File: config.mk
export PLATFORM = sky130hd
export DESIGN_NAME = uart_tx_core
export DESIGN_NICKNAME = d
export VERILOG_FILES = /design/src/rtl/uart_tx_pkg.sv /design/src/rtl/uart_tx_ctlreg.sv /design/src/rtl/uart_tx_holdbuf.sv /design/src/rtl/uart_tx_shifter.sv /design/src/rtl/uart_tx_core.sv
export SDC_FILE = /design/constraint.sdc
export NUM_CORES = 1
export LEC_CHECK = 0
export BUFFER_PORTS_ARGS = -buffer_cell sky130_fd_sc_hd__buf_2
export CAP_MARGIN = 20
export CORE_MARGIN = 2
export CORE_UTILIZATION = 53
export DETAILED_ROUTE_END_ITERATION = 6
export GPL_TIMING_DRIVEN = 1
export PLACE_DENSITY = 0.79
export SLEW_MARGIN = 10
export SYNTH_ARGS = -nofsm -noshare
export SYNTH_HDL_FRONTEND = slang
export SYNTH_SLANG_ARGS = --single-unit
File: constraint.sdc
create_clock -name clk -period 2.15 [get_ports clk]
set_clock_uncertainty 0.2 [all_clocks]
set_input_delay 0.645 -clock clk [delete_from_list [all_inputs] [get_ports clk]]
set_output_delay 0.645 -clock clk [all_outputs]
set_load 0.05 [all_outputs]
File: src/rtl/uart_tx_pkg.sv
package uart_tx_pkg;

    typedef struct packed {
        logic empty_ie;
        logic done_ie;
        logic rxfull_ie;
        logic idle_ie;
        logic tx_en;
        logic rx_en;
        logic rx_wake;
        logic brk;
    } ctl_t;

    typedef struct packed {
        logic wide;
        logic par_en;
        logic par_odd;
    } fmt_t;

    typedef enum logic [1:0] {
        PICK_IDLE,
        PICK_DATA,
        PICK_BREAK
    } pick_e;

endpackage

File: src/rtl/uart_tx_ctlreg.sv
module uart_tx_ctlreg
    import uart_tx_pkg::*;
(
    input  logic       clk,
    input  logic       rst,
    input  logic       we,
    input  logic [7:0] wdata,
    output ctl_t       ctl
);
    always_ff @(posedge clk) begin
        if (rst)
            ctl <= '0;
        else if (we)
            ctl <= ctl_t'(wdata);
    end
endmodule

File: src/rtl/uart_tx_holdbuf.sv
module uart_tx_holdbuf #(
    parameter int W = 9
) (
    input  logic         clk,
    input  logic         rst,
    input  logic         we,
    input  logic [W-1:0] wdata,
    input  logic         take,
    output logic         full,
    output logic [W-1:0] data
);
    always_ff @(posedge clk) begin
        if (rst) begin
            full <= 1'b0;
            data <= '0;
        end else if (we) begin
            full <= 1'b1;
            data <= wdata;
        end else if (take) begin
            full <= 1'b0;
        end
    end
endmodule

File: src/rtl/uart_tx_shifter.sv
module uart_tx_shifter
    import uart_tx_pkg::*;
#(
    parameter int BASE_W = 8
) (
    input  logic            clk,
    input  logic            rst,
    input  logic            tick,
    input  logic            tx_en,
    input  logic            brk,
    input  fmt_t            fmt,
    input  logic            buf_full,
    input  logic [BASE_W:0] buf_data,
    output logic            take,
    output logic            idle_pulse,
    output logic            txd
);
    localparam int FR_W  = BASE_W + 3;
    localparam int CNT_W = $clog2(FR_W);

    logic [FR_W-1:0]  sh;
    logic [CNT_W-1:0] cnt;
    logic             busy;
    logic             brk_prev;

    logic [FR_W-1:0]  frame_d;
    logic [CNT_W-1:0] last_idx;
    logic             par;
    int               nbits;
    logic             frame_over;
    pick_e            pick;

    // Frame assembly from the buffered word and the format inputs
    always_comb begin
        nbits = fmt.wide ? BASE_W + 1 : BASE_W;
        par   = fmt.par_odd;
        for (int i = 0; i < BASE_W + 1; i++)
            if (i < nbits - 1)
                par = par ^ buf_data[i];
        frame_d    = '1;
        frame_d[0] = 1'b0;
        for (int i = 0; i < BASE_W + 1; i++)
            if (i < nbits)
                frame_d[i+1] = (fmt.par_en && i == nbits - 1) ? par : buf_data[i];
        last_idx = CNT_W'(nbits + 1);
    end

    // Choice made at a frame boundary
    always_comb begin
        frame_over = !busy || (cnt == '0);
        if (tx_en && brk)
            pick = PICK_BREAK;
        else if (tx_en && buf_full && !brk_prev)
            pick = PICK_DATA;
        else
            pick = PICK_IDLE;
        take       = tick && frame_over && (pick == PICK_DATA);
        idle_pulse = tick && frame_over && busy && (pick == PICK_IDLE);
    end

    always_ff @(posedge clk) begin
        if (rst) begin
            sh       <= '1;
            cnt      <= '0;
            busy     <= 1'b0;
            txd      <= 1'b1;
            brk_prev <= 1'b0;
        end else if (tick) begin
            if (frame_over) begin
                case (pick)
                    PICK_BREAK: begin
                        sh       <= '0;
                        cnt      <= last_idx;
                        busy     <= 1'b1;
                        txd      <= 1'b0;
                        brk_prev <= 1'b1;
                    end
                    PICK_DATA: begin
                        sh   <= {1'b1, frame_d[FR_W-1:1]};
                        cnt  <= last_idx;
                        busy <= 1'b1;
                        txd  <= frame_d[0];
                    end
                    default: begin
                        busy     <= 1'b0;
                        txd      <= 1'b1;
                        brk_prev <= 1'b0;
                    end
                endcase
            end else begin
                txd <= sh[0];
                sh  <= {1'b1, sh[FR_W-1:1]};
                cnt <= cnt - 1'b1;
            end
        end
    end
endmodule

File: src/rtl/uart_tx_core.sv
module uart_tx_core
    import uart_tx_pkg::*;
#(
    parameter int BASE_W = 8
) (
    input  logic            clk,
    input  logic            rst,
    input  logic            ctrl_we,
    input  logic [7:0]      ctrl_wdata,
    output logic [7:0]      ctrl_q,
    input  logic            fmt_wide,
    input  logic            par_en,
    input  logic            par_odd,
    input  logic            buf_we,
    input  logic [BASE_W:0] buf_wdata,
    input  logic            bit_tick,
    output logic            txd,
    output logic            tx_empty,
    output logic            tx_done,
    output logic            tx_irq,
    output logic            rx_full_ie,
    output logic            idle_ie,
    output logic            rx_en,
    output logic            rx_wake
);
    ctl_t            ctl;
    fmt_t            fmt;
    logic            buf_full;
    logic [BASE_W:0] buf_data;
    logic            take;
    logic            idle_pulse;
    logic            done_q;

    assign fmt = '{wide: fmt_wide, par_en: par_en, par_odd: par_odd};

    uart_tx_ctlreg u_ctl (
        .clk   (clk),
        .rst   (rst),
        .we    (ctrl_we),
        .wdata (ctrl_wdata),
        .ctl   (ctl)
    );

    uart_tx_holdbuf #(.W(BASE_W + 1)) u_buf (
        .clk   (clk),
        .rst   (rst),
        .we    (buf_we),
        .wdata (buf_wdata),
        .take  (take),
        .full  (buf_full),
        .data  (buf_data)
    );

    uart_tx_shifter #(.BASE_W(BASE_W)) u_shf (
        .clk        (clk),
        .rst        (rst),
        .tick       (bit_tick),
        .tx_en      (ctl.tx_en),
        .brk        (ctl.brk),
        .fmt        (fmt),
        .buf_full   (buf_full),
        .buf_data   (buf_data),
        .take       (take),
        .idle_pulse (idle_pulse),
        .txd        (txd)
    );

    always_ff @(posedge clk) begin
        if (rst)
            done_q <= 1'b1;
        else if (buf_we)
            done_q <= 1'b0;
        else if (idle_pulse && !buf_full)
            done_q <= 1'b1;
    end

    assign ctrl_q     = ctl;
    assign tx_empty   = !buf_full;
    assign tx_done    = done_q;
    assign tx_irq     = (ctl.empty_ie && tx_empty) || (ctl.done_ie && tx_done);
    assign rx_full_ie = ctl.rxfull_ie;
    assign idle_ie    = ctl.idle_ie;
    assign rx_en      = ctl.rx_en;
    assign rx_wake    = ctl.rx_wake;
endmodule

Word level (Yosys, flattened, before mapping)

Cells that the tools add are included.

Input bits: 25
Flip-flop bits (word level): 37
Logic and storage cells: 135

Reductions and logical operators: 34
Add/subtract/negate cells: 3
Bitwise gates (word level): 10
Equality and inequality tests: 12
Muxes and demuxes: 42
Magnitude comparators: 18

Operators by type and width:

| operator                                                                     | number |
|---|---|
| 4-bit by 32-bit less-than comparator with 1-bit output, first input constant | 8 |
| 4-bit by 32-bit == test with 1-bit output, first input constant              | 4 |
| 3-bit by 32-bit less-than comparator with 1-bit output, first input constant | 4 |
| 3-bit by 32-bit == test with 1-bit output, first input constant              | 2 |
| 1-bit by 32-bit less-than comparator with 1-bit output, first input constant | 2 |
| 2-bit by 32-bit less-than comparator with 1-bit output, first input constant | 2 |
| 5-bit by 32-bit less-than comparator with 1-bit output, first input constant | 2 |
| 1-bit two-way mux                                                            | 36 |
| 2-bit by 32-bit == test with 1-bit output, first input constant              | 1 |
| 5-bit by 32-bit == test with 1-bit output, first input constant              | 1 |
| 32-bit zero test                                                             | 1 |
| 32-bit by 2-bit subtractor with 32-bit output, second input constant         | 1 |
| 11-bit case mux with 2 select lines                                          | 1 |
| 1-bit logical AND                                                            | 19 |
| 11-bit two-way mux                                                           | 1 |
| 1-bit XOR                                                                    | 9 |
| 4-bit two-way mux                                                            | 2 |
| 2-bit AND reduction                                                          | 3 |
| 4-bit by 2-bit adder with 4-bit output, second input constant                | 1 |
| 4-bit zero test                                                              | 1 |
| 2-bit nonzero test                                                           | 2 |
| 4-bit by 1-bit subtractor with 4-bit output, second input constant           | 1 |
| 1-bit zero test                                                              | 3 |
| 3-bit inequality test, second input constant                                 | 1 |
| other kinds (10)                                                             | 11 |

Logic depth before layout (Yosys ltp)

Gate-level depths: netlist of run 1.

Depth after elaboration: 24
Depth in mapped cells: 8
Mapped depth without buffers: 7

Modules after synthesis

Synthesis of run 1 repeated with hierarchy kept, for this count alone.

Cell total of the unflattened synthesis: 196
Area, all modules: 1755.4 um2

By module, submodules not included:

| module          | area an instance (um2) | cells each | times used | sequential area each (um2) |
|---|---|---|---|---|
| uart_tx_shifter | 1032.2                 | 127        | 1          | 360.3 |
| uart_tx_holdbuf | 355.3                  | 33         | 1          | 200.2 |
| uart_tx_ctlreg  | 285.3                  | 26         | 1          | 160.2 |
| uart_tx_core    | 82.6                   | 10         | 1          | 20.0 |

Worst setup path after synthesis of run 1

Ideal clock, no wire load.

Path kind: reg-to-output
Start: register u_buf.full
End: output port tx_irq
Stages on the path, launching flop included: 3
Arrival: 1.163 ns
Path buffers: 0
Path slack: 0.142 ns
Path through: dfxtp_1 -> inv_1 -> a22o_1

Longest elaborated chain between the ends: 3

RTL lines:

| element                | line                  | source |
|---|---|---|
| start, declared        | uart_tx_holdbuf.sv:9  | `output logic full,` |
| start signal, assigned | uart_tx_holdbuf.sv:14 | `full <= 1'b0;` |
| start signal, assigned | uart_tx_holdbuf.sv:17 | `full <= 1'b1;` |
| start signal, assigned | uart_tx_holdbuf.sv:20 | `full <= 1'b0;` |
| 1-bit zero test        | uart_tx_core.sv:78    | `assign tx_empty = !buf_full;` |
| via tx_empty           | uart_tx_core.sv:18    | `output logic tx_empty,` |
| 1-bit logical AND      | uart_tx_core.sv:80    | `assign tx_irq = (ctl.empty_ie && tx_empty) \|\| (ctl.done_ie && tx_done);` |
| 1-bit logical OR       | uart_tx_core.sv:80    |  |
| end, declared          | uart_tx_core.sv:20    | `output logic tx_irq,` |

The timed path passes the listed nets, and every way through them passes these cells.

Worst setup path after layout of run 1

Start: register u_shf.cnt[1]
End: register u_shf.txd

Longest elaborated chain between the ends: 3

RTL lines:

| element                | line                  | source |
|---|---|---|
| start, declared        | uart_tx_shifter.sv:22 | `logic [CNT_W-1:0] cnt;` |
| start signal, assigned | uart_tx_shifter.sv:73 | `cnt <= last_idx;` |
| start signal, assigned | uart_tx_shifter.sv:80 | `cnt <= last_idx;` |
| start signal, assigned | uart_tx_shifter.sv:93 | `cnt <= cnt - 1'b1;` |
| 4-bit zero test        | uart_tx_shifter.sv:50 | `frame_over = !busy \|\| (cnt == '0);` |
| 1-bit logical OR       | uart_tx_shifter.sv:50 |  |
| 1-bit two-way mux      | uart_tx_shifter.sv:69 | `if (frame_over) begin` |
| end signal, assigned   | uart_tx_shifter.sv:82 | `txd <= frame_d[0];` |
| end signal, assigned   | uart_tx_shifter.sv:91 | `txd <= sh[0];` |
| end, declared          | uart_tx_shifter.sv:16 | `output logic txd` |

No other way between the ends.
A chain may end at the register's enable or synchronous reset.

==> qor.yml, run 1 <==
drive_gt1_share_pct: 26.6
detail_route.first_pass.iterations: 4
hp-start: "u_shf.sh[5]"
switching_share_pct: 28.5
cts_max_path_buffers: 2
ys_ff_latch: 37
required_ps: 2190
grt_antenna_before_repair: 0
p_sw_mw: 0.389
die_w_um: 61.8
wl_per_cell_um: 12.2
grt_pass1_wl_mm: 5.73
gp_congestion: 0.822
clkTransAtPathRegs_ps: 110
hpwl_mm: 2.47
place_ws_ps: -51.8
ir_drop_v: 0.000442
synth_xor_area_share_pct: 5.16
synth_warnings: 0
slowest_stage: "or3b_4"
cts_tree: "yes"
timing.fmax_mhz: 486
drc: 0
regArea_sq_um: 741
netlist_area_sq_um: 1770
grt_start_max_net_pins: 30
track_usage_pct: 20.7
cp.arrival_ps: 2100
ff2ff_path_depth: 8
path_class: "reg -> reg"
setup_violations: 0
yosys_most_used_dff: "dfxtp_1"
synth_fa_ha_area_share_pct: 1.41
cts_setup_buffers: 0
max_slew_margin_pct: 63.9
timing.final.crit_share_pct: 95.8
cp.depth: 8
synth_edf_count: 0
hold_viol_final: 0
max_stage_delay_ps: 400
synth_cell_type_count: 44
clk-insertion-delay-late_ps: 340
status: "finished, final reports clean"
hold_depth: 1
n_antenna_cell: 0
cts_made_buffers: 5
die_area_sq_um: 3820
crit-reg2reg-launch: "u_shf.cnt[1]"
vias: 1455
async_reset_ff_share_pct: 0
cellLeakagePower_nw: 0.892
cts-root-buf: "clkbuf_4"
area_growth_syn_to_layout_pct: 15.1
synthSimpleGateAreaFrac_pct: 16.2
ios: 41
port_buffers: 40
synth_top_family_by_area: "compound AO/OA/AOI/OAI gates"
maxCapViolations: 0
post_cts_resized: 0
start_util_pct: 57.0
crit_start: "u_shf.cnt[1]"
fin_nets: 260
htreeDepth: 2
p_int_mw: 0.975
via_per_inst: 5.25
p_clk_share_pct: 27.2
fill_cells: 283
tightest_slew_ps: 541
synth_compound_area_share_pct: 17.3
grt_pass1_vias: 1326
die_h_um: 61.8
muxShareOfSynthArea_pct: 10.7
end_kind: "register"
fin_cells: 277
final_max_slew_viol_count: 0
cts_hold_buf: 0
hold_class: "reg -> reg"
power_density_nw_per_um2: 670
setup_slack_ps: 90.7
pwr-share-seq_pct: 54.2
postSynthAreaPerCell_sq_um: 9.03
crit_path_start_kind: "register"
synth-seq-area-share_pct: 41.9
cp_cell_sequence: "inv_1 > ha_1 > or3b_4 > nand2_4 > buf_4 > mux2i_1 > a21oi_1 > or2_2"
cts.sinks: 37
grt_overflow: 0
cp_num_buf_inv: 2
path_delay_family: "simple AND/OR/NAND/NOR gates"
worstPathMaxFanout: 16
core-area_sq_um: 3100
synth_cells: 196
wl_mm: 3.38
place_inst: 270
p_total_mw: 1.36
multi_input_area_sq_um: 898
dr.first_iter.drc_count: 32
pwr-share-comb_pct: 18.7
min_period_ps: 2060
rsz0062_at_grt: "false"
ant_nets: 0
row_count: 20
syn_nets: 223
r2r_slack_ps: 90
synthesized netlist by cell type, types with 3 or more instances:
cell type	instances	area share, %
nor2b_1	3	1.1
nor2_1	23	4.9
inv_1	5	1.1
mux2i_1	19	11
a211o_1	8	4.0
nand3_1	8	2.3
dfxtp_1	37	42
buf_1	3	0.64
o21ai_0	4	1.1
a21oi_1	15	4.2
buf_4	8	3.4
nand2_1	17	3.6
clkbuf_1	5	1.1
xnor2_1	6	3.0
kinds of logic (layout without fill, tap and decap cells):
family,count (synthesis),after routing
flops,37,37
xor+xnor,8,8
simple gates,61,61
compound gates,45,45
fa+ha+maj,2,2
mux,19,19
buf+inv,24,61
final timing paths:
check,endpoint
max,u_shf.txd
min,u_shf.sh[5]
min reg2reg,u_shf.sh[5]
max reg2reg,u_shf.txd
layer usage:
metal | GRT usage (%) | wire length, um | up-vias
met5 | 0 | 0 | -
met4 | 8.21 | 69 | 0
met3 | 7.66 | 152 | 8
met2 | 34.1 | 1620 | 29
met1 | 24.4 | 1540 | 679
li1 | - | - | 739
power groups by stage:
stage,registers (mW),clock network [mW],logic (mW)
floorplan,0.780,0,0.173
global placement,0.754,0,0.249
detailed placement,0.755,0,0.256
CTS,0.739,0.383,0.257
global route,0.744,0.408,0.277
finish,0.739,0.371,0.254
through the flow:
step / area [sq um] / TNS [ps] / hold slack (ps) / utilization (%)
6_report: 2040 / 0 / 271 / 65.6
5_1_grt: 2040 / 0 / 291 / 65.6
4_1_cts: 2040 / 0 / 274 / 65.6
3_5_place_dp: 1980 / -51.8 / 249 / 63.8
3_3_place_gp: 1980 / 0 / 244 / 63.8
2_1_floorplan: 1770 / 0 / 235 / -
area by class of cell:
| type | instances | share of cell area (%) |
|---|---|---|
| sequential | 37 | 36.4 |
| tap | 44 | 2.70 |
| timing repair buffer | 49 | 13.2 |
| clock buffer | 7 | 2.70 |
| inverter | 5 | 0.922 |
| multi-input combinational | 135 | 44.1 |
cell usage in the layout, fill, tap and decap left out, types with 2 or more instances in the layout:
master    synthesis  layout
nand2_1          17      17
a31oi_1           2       2
buf_2             2      40
nand2b_1          2       2
a21oi_1          15      15
a211o_1           8       8
o21ai_0           4       4
ha_1              2       2
clkbuf_4          0       5
nand3_1           8       8
o21ai_1           2       2
dfxtp_1          37      37
mux2i_1          19      19
nor2b_1           3       3
inv_1             5       5
buf_4             8       9
nor2_1           23      23
xnor2_1           6       6
sequential cells by signal, indices dropped and copies added (netlist names):
signal and flops:
u_shf.sh 11, u_buf.data 9, u_ctl.ctl 8, u_shf.cnt 4, tx_done 1, u_buf.full 1, u_shf.brk_prev 1, u_shf.busy 1
u_shf.txd 1
(Power assumes the default switching activity.)
==> run 2: changes to the inputs <==
Settings changed: REMOVE_ABC_BUFFERS from default to 1.
==> run 2 against run 1 <==
  * Die area unchanged
  * Sequential power about the same
  * Clock power increased by 1%
  * Non-clock buffer count unchanged
  * Hold slack improved by 2.8 ps
  * Sequential share of layout area decreased by 0.18 points
  * Final area increased by 0.68%
  * Critical path depth unchanged
  * Largest power group unchanged
  * Register-to-register slack about the same
  * Maximum frequency increased by 0.71%
==> qor.yml, run 2 (same netlist as run 1, synthesis figures left out) <==
via_per_inst: 5.19  # -1.2%
detail_route.first_pass.iterations: 4  # unchanged
ant_nets: 0  # unchanged
multi_input_area_sq_um: 898  # unchanged
power_density_nw_per_um2: 666  # -0.61%
max_slew_margin_pct: 60.9  # -3.0 points
final_common_cell: "buf_2"
fill_cells: 277  # -2.1%
min_period_ps: 2040  # -14.6 ps
postLayoutCellArea_sq_um: 2050  # +0.68%
drc: 0  # unchanged
status: "finished, final reports clean"
regArea_sq_um: 742  # +0.17%
grt_pass1_wl_mm: 5.51  # -3.7%
grt_overflow: 0  # unchanged
dr.first_iter.drc_count: 38  # +19%
n_antenna_cell: 0  # unchanged
start_util_pct: 57.0  # unchanged
end_kind: "register"
worstPathMaxFanout: 16  # unchanged
path_class: "reg -> reg"
cts.sinks: 37  # unchanged
die_h_um: 61.8  # unchanged
clk-insertion-delay-late_ps: 340  # about the same
setup_violations: 0  # unchanged
wl_mm: 3.43  # +1.4%
core-area_sq_um: 3100  # unchanged
required_ps: 2190  # about the same
final_max_slew_viol_count: 0  # unchanged
timing.fmax_mhz: 489  # +0.71%
grt_pass1_vias: 1274  # -3.9%
place_area_sq_um: 1960  # -1.1%
area_growth_syn_to_layout_pct: 15.8
hold_viol_final: 0  # unchanged
ios: 41  # unchanged
grt_antenna_before_repair: 0  # unchanged
cellLeakagePower_nw: 0.901  # +1.0%
cts_tree: "yes"
whs_ps: 274  # +2.81 ps
vias: 1438  # -1.2%
rsz0062_at_grt: "false"
largest_reg_flops: 11  # unchanged
cts_hold_buf: 0  # unchanged
setup_tns_ps: 0  # unchanged
wl_per_cell_um: 12.4  # +1.4%
fin_nets: 260  # unchanged
timing.final.crit_share_pct: 95.1  # -0.68 points
clkTransAtPathRegs_ps: 110  # about the same
largest_register: "u_shf.sh"
port_buffers: 40  # unchanged
final_util_pct: 66.0  # +0.44 points
hold_class: "reg -> reg"
cts_max_path_buffers: 2  # unchanged
reg_top3: "u_shf.sh x11, u_buf.data x9, u_ctl.ctl x8"
htreeDepth: 2  # unchanged
die_w_um: 61.8  # unchanged
grt_start_max_net_pins: 33  # +10%
track_usage_pct: 20.1  # -0.55 points
tightest_slew_ps: 587  # +45.5 ps
gp_congestion: 0.809  # -1.5%
drive_gt1_share_pct: 27.0  # +0.43 points
hpwl_mm: 2.47  # -0.19%
cts-root-buf: "clkbuf_4"
die_area_sq_um: 3820  # unchanged
ir_drop_v: 0.000478  # +8.3%
cts_made_buffers: 5  # unchanged
mostFrequentLayoutCells: "buf_2, dfxtp_1, nor2_1"
row_count: 20  # unchanged
crit_path_start_kind: "register"
cp.arrival_ps: 2090  # about the same
maxCapViolations: 0  # unchanged
==> run 2: cell count changes in the layout (fill, tap and decap cells not counted) <==
cell	before	now
buf_12	0	1
buf_4	9	8
dfxtp_1	37	36
dfxtp_2	0	1
==> run 2: power by group <==
| group | internal (mW) | switching (mW) |
|---|---|---|
| Clock | 0.154 | 0.220 |
| Sequential | 0.716 | 0.0238 |
| Combinational | 0.103 | 0.147 |
==> run 2: metal layers <==
layer	vias up	GRT usage, %	wire, um
met1	649	23.3	1590
li1	749	-	-
met5	-	0	0
met3	6	6.83	168
met2	34	34.1	1620
met4	0	7.90	54
==> run 2: timing repair <==
item	CTS	global route
cloned	0	0
pin swaps	0	0
resized for setup	1	4
buffers inserted	0	3
setup endpoints to repair	1	3
==> run 2: path summary, 6_finish.rpt <==
path | from | to | slack, ps | depth (start not counted)
max | u_shf.cnt[0] | u_shf.txd | 110 | 8
max reg2reg | u_shf.cnt[0] | u_shf.txd | 110 | 8
min reg2reg | u_shf.sh[4] | u_shf.sh[4] | 270 | 1
min | u_shf.sh[4] | u_shf.sh[4] | 270 | 1
==> run 2: final cells by class <==
| class | instances | share of cell area (%) |
|---|---|---|
| Clock buffer | 7 | 2.69 |
| Inverter | 5 | 0.916 |
| Multi-Input combinational cell | 135 | 43.8 |
| Sequential cell | 37 | 36.2 |
| Tap cell | 44 | 2.69 |
| Timing Repair Buffer | 49 | 13.7 |
==> run 2: critical path: stages, from the launching register on <==
cell	delay (ps)
dfxtp_2	350
inv_1	80
ha_1	140
or3b_4	410
nand2_4	100
buf_12	140
mux2i_1	180
a21oi_1	80
or2_2	270
==> run 2: stage by stage <==
step,power (mW),worst slack (ps),instances
floorplan,0.924,-223,177
global placement,1.00,34.8,267
detailed placement,1.01,4.38,267
CTS,1.38,25.8,274
global route,1.43,0.540,277
finish,1.36,105,277
==> run 3: changes to the inputs <==
Settings changed: CORE_UTILIZATION 53 to 39, PLACE_DENSITY 0.79 to default.
==> run 3 against run 2 <==
  * Combinational power rose by 6%
  * Non-clock buffer count rose by 2
  * Hold slack got worse by 6.3 ps
  * Total power rose by 9.4%
  * First-iteration DRC count rose by 110%
  * Utilization fell by 18 points
==> qor.yml, run 3 (same netlist as run 1, synthesis figures left out) <==
n_antenna_cell: 0  # unchanged
setup_violations: 0  # unchanged
clk-insertion-delay-late_ps: 290  # -50 ps
postLayoutCellArea_sq_um: 2110  # +3.0%
ir_drop_v: 0.000435  # -9.1%
p_total_mw: 1.49  # +9.4%
required_ps: 2130  # -60 ps
hpwl_mm: 2.71  # +9.8%
rsz0062_at_grt: "false"
ios: 41  # unchanged
drive_gt1_share_pct: 27.2  # +0.20 points
largest_register: "u_shf.sh"
clkTransAtPathRegs_ps: 70  # -40 ps
cts_made_buffers: 5  # unchanged
min_period_ps: 2030  # -16.5 ps
core-area_sq_um: 4350  # +40%
grt_start_max_net_pins: 33  # unchanged
slowest_stage: "or3b_4"
die_area_sq_um: 5090  # +33%
cts_max_path_buffers: 2  # unchanged
cp.arrival_ps: 2000  # -90 ps
crit_path_start_kind: "register"
cp_cell_sequence: "inv_1 > ha_1 > or3b_4 > and2_4 > nand2_1 > a211oi_1 > a2111o_1"
cts_hold_buf: 0  # unchanged
htreeDepth: 2  # unchanged
cts_setup_buffers: 0  # unchanged
row_count: 24  # +20%
place_ws_ps: 29.7  # +25.3 ps
start_util_pct: 40.6  # -16 points
maxCapViolations: 0  # unchanged
cellLeakagePower_nw: 0.924  # +2.6%
grt_pass1_wl_mm: 6.45  # +17%
timing.final.crit_share_pct: 94.3  # -0.77 points
setup_tns_ps: 0  # unchanged
dr.first_iter.drc_count: 81  # +110%
grt_pass1_vias: 1422  # +12%
cts-root-buf: "clkbuf_8"
port_buffers: 40  # unchanged
fin_nets: 262  # +0.77%
hold_viol_final: 0  # unchanged
final_common_cell: "buf_2"
ant_nets: 0  # unchanged
drc: 0  # unchanged
grt_antenna_before_repair: 0  # unchanged
vias: 1454  # +1.1%
gp_congestion: 0.751  # -7.2%
path_class: "reg -> reg"
fill_cells: 424  # +53%
setup_slack_ps: 122  # +16.5 ps
power_density_nw_per_um2: 707  # +6.2%
post_cts_resized: 0  # -1
wl_mm: 3.74  # +9.0%
timing.fmax_mhz: 493  # +0.82%
detail_route.first_pass.iterations: 4  # unchanged
die_w_um: 71.4  # +15%
area_growth_syn_to_layout_pct: 19.3
wl_per_cell_um: 13.0  # +5.2%
status: "finished, final reports clean"
hold_class: "reg -> reg"
end_kind: "register"
track_usage_pct: 16.3  # -3.8 points
cts_tree: "yes"
grt_overflow: 0  # unchanged
via_per_inst: 5.07  # -2.4%
tightest_slew_ps: 570  # -17.3 ps
reg_top3: "u_shf.sh x11, u_buf.data x9, u_ctl.ctl x8"
mostFrequentLayoutCells: "buf_2, dfxtp_1, nor2_1"
largest_reg_flops: 11  # unchanged
max_stage_delay_ps: 400  # about the same
die_h_um: 71.4  # +15%
place_area_sq_um: 2010  # +2.4%
max_slew_margin_pct: 62.0  # +1.2 points
final_max_slew_viol_count: 0  # unchanged
cts.sinks: 37  # unchanged
worstPathMaxFanout: 13  # -3
-- run 3: cell types whose count changed in the layout (fill, tap and decap cells not counted) --
cell,change
clkbuf_4,-5
clkbuf_8,+5
buf_4,+2
a21bo_2,-1
a21bo_4,+1
dfxtp_1,+1
dfxtp_2,-1
-- run 3: area by class of cell --
type | instances | area, sq um | area share, %
multi-input combinational | 135 | 905 | 42.9
sequential | 37 | 741 | 35.1
timing repair buffer | 51 | 295 | 14.0
clock buffer | 7 | 86.3 | 4.09
tap | 52 | 65.1 | 3.08
inverter | 5 | 18.8 | 0.889
-- run 3: power by group --
group	leakage, nW	internal [mW]	switching, mW
sequential	0.303	0.716	0.0221
combinational	0.576	0.112	0.153
clock	0.0443	0.254	0.236
total	0.924	1.08	0.411
-- run 3: layer usage --
metal	GRT usage (%)	up-vias	wire (um)
met5	0	-	0
met1	20.6	677	1760
met4	5.03	0	43
li1	-	750	-
met2	26.3	23	1810
met3	5.49	4	118
-- run 3: metrics by stage --
| step | cells | hold slack (ps) | util, % |
|---|---|---|---|
| after CTS | 287 | 268 | 48.0 |
| final | 287 | 267 | 48.5 |
| after detailed placement | 280 | 250 | 46.1 |
| after global routing | 287 | 290 | 48.5 |
| after global placement | 280 | 243 | 46.1 |
| after floorplan | 177 | 235 | - |
-- run 3: critical path, delay by kind of cell (launching register included) --
| kind | cells | cell delay (ps) |
|---|---|---|
| adders and majority gates | 1 | 130 |
| buffers and inverters | 1 | 80 |
| AOI/OAI and AO/OA | 2 | 440 |
| and+or+nand+nor | 3 | 740 |
| DFF | 1 | 320 |
-- run 3: final timing paths --
kind	from	end	slack (ps)	depth (start not counted)
min	u_shf.sh[5]	u_shf.sh[5]	270	1
max	u_shf.cnt[1]	u_shf.sh[8]	120	7
max reg2reg	u_shf.cnt[1]	u_shf.sh[8]	120	7
min reg2reg	u_shf.sh[5]	u_shf.sh[5]	270	1
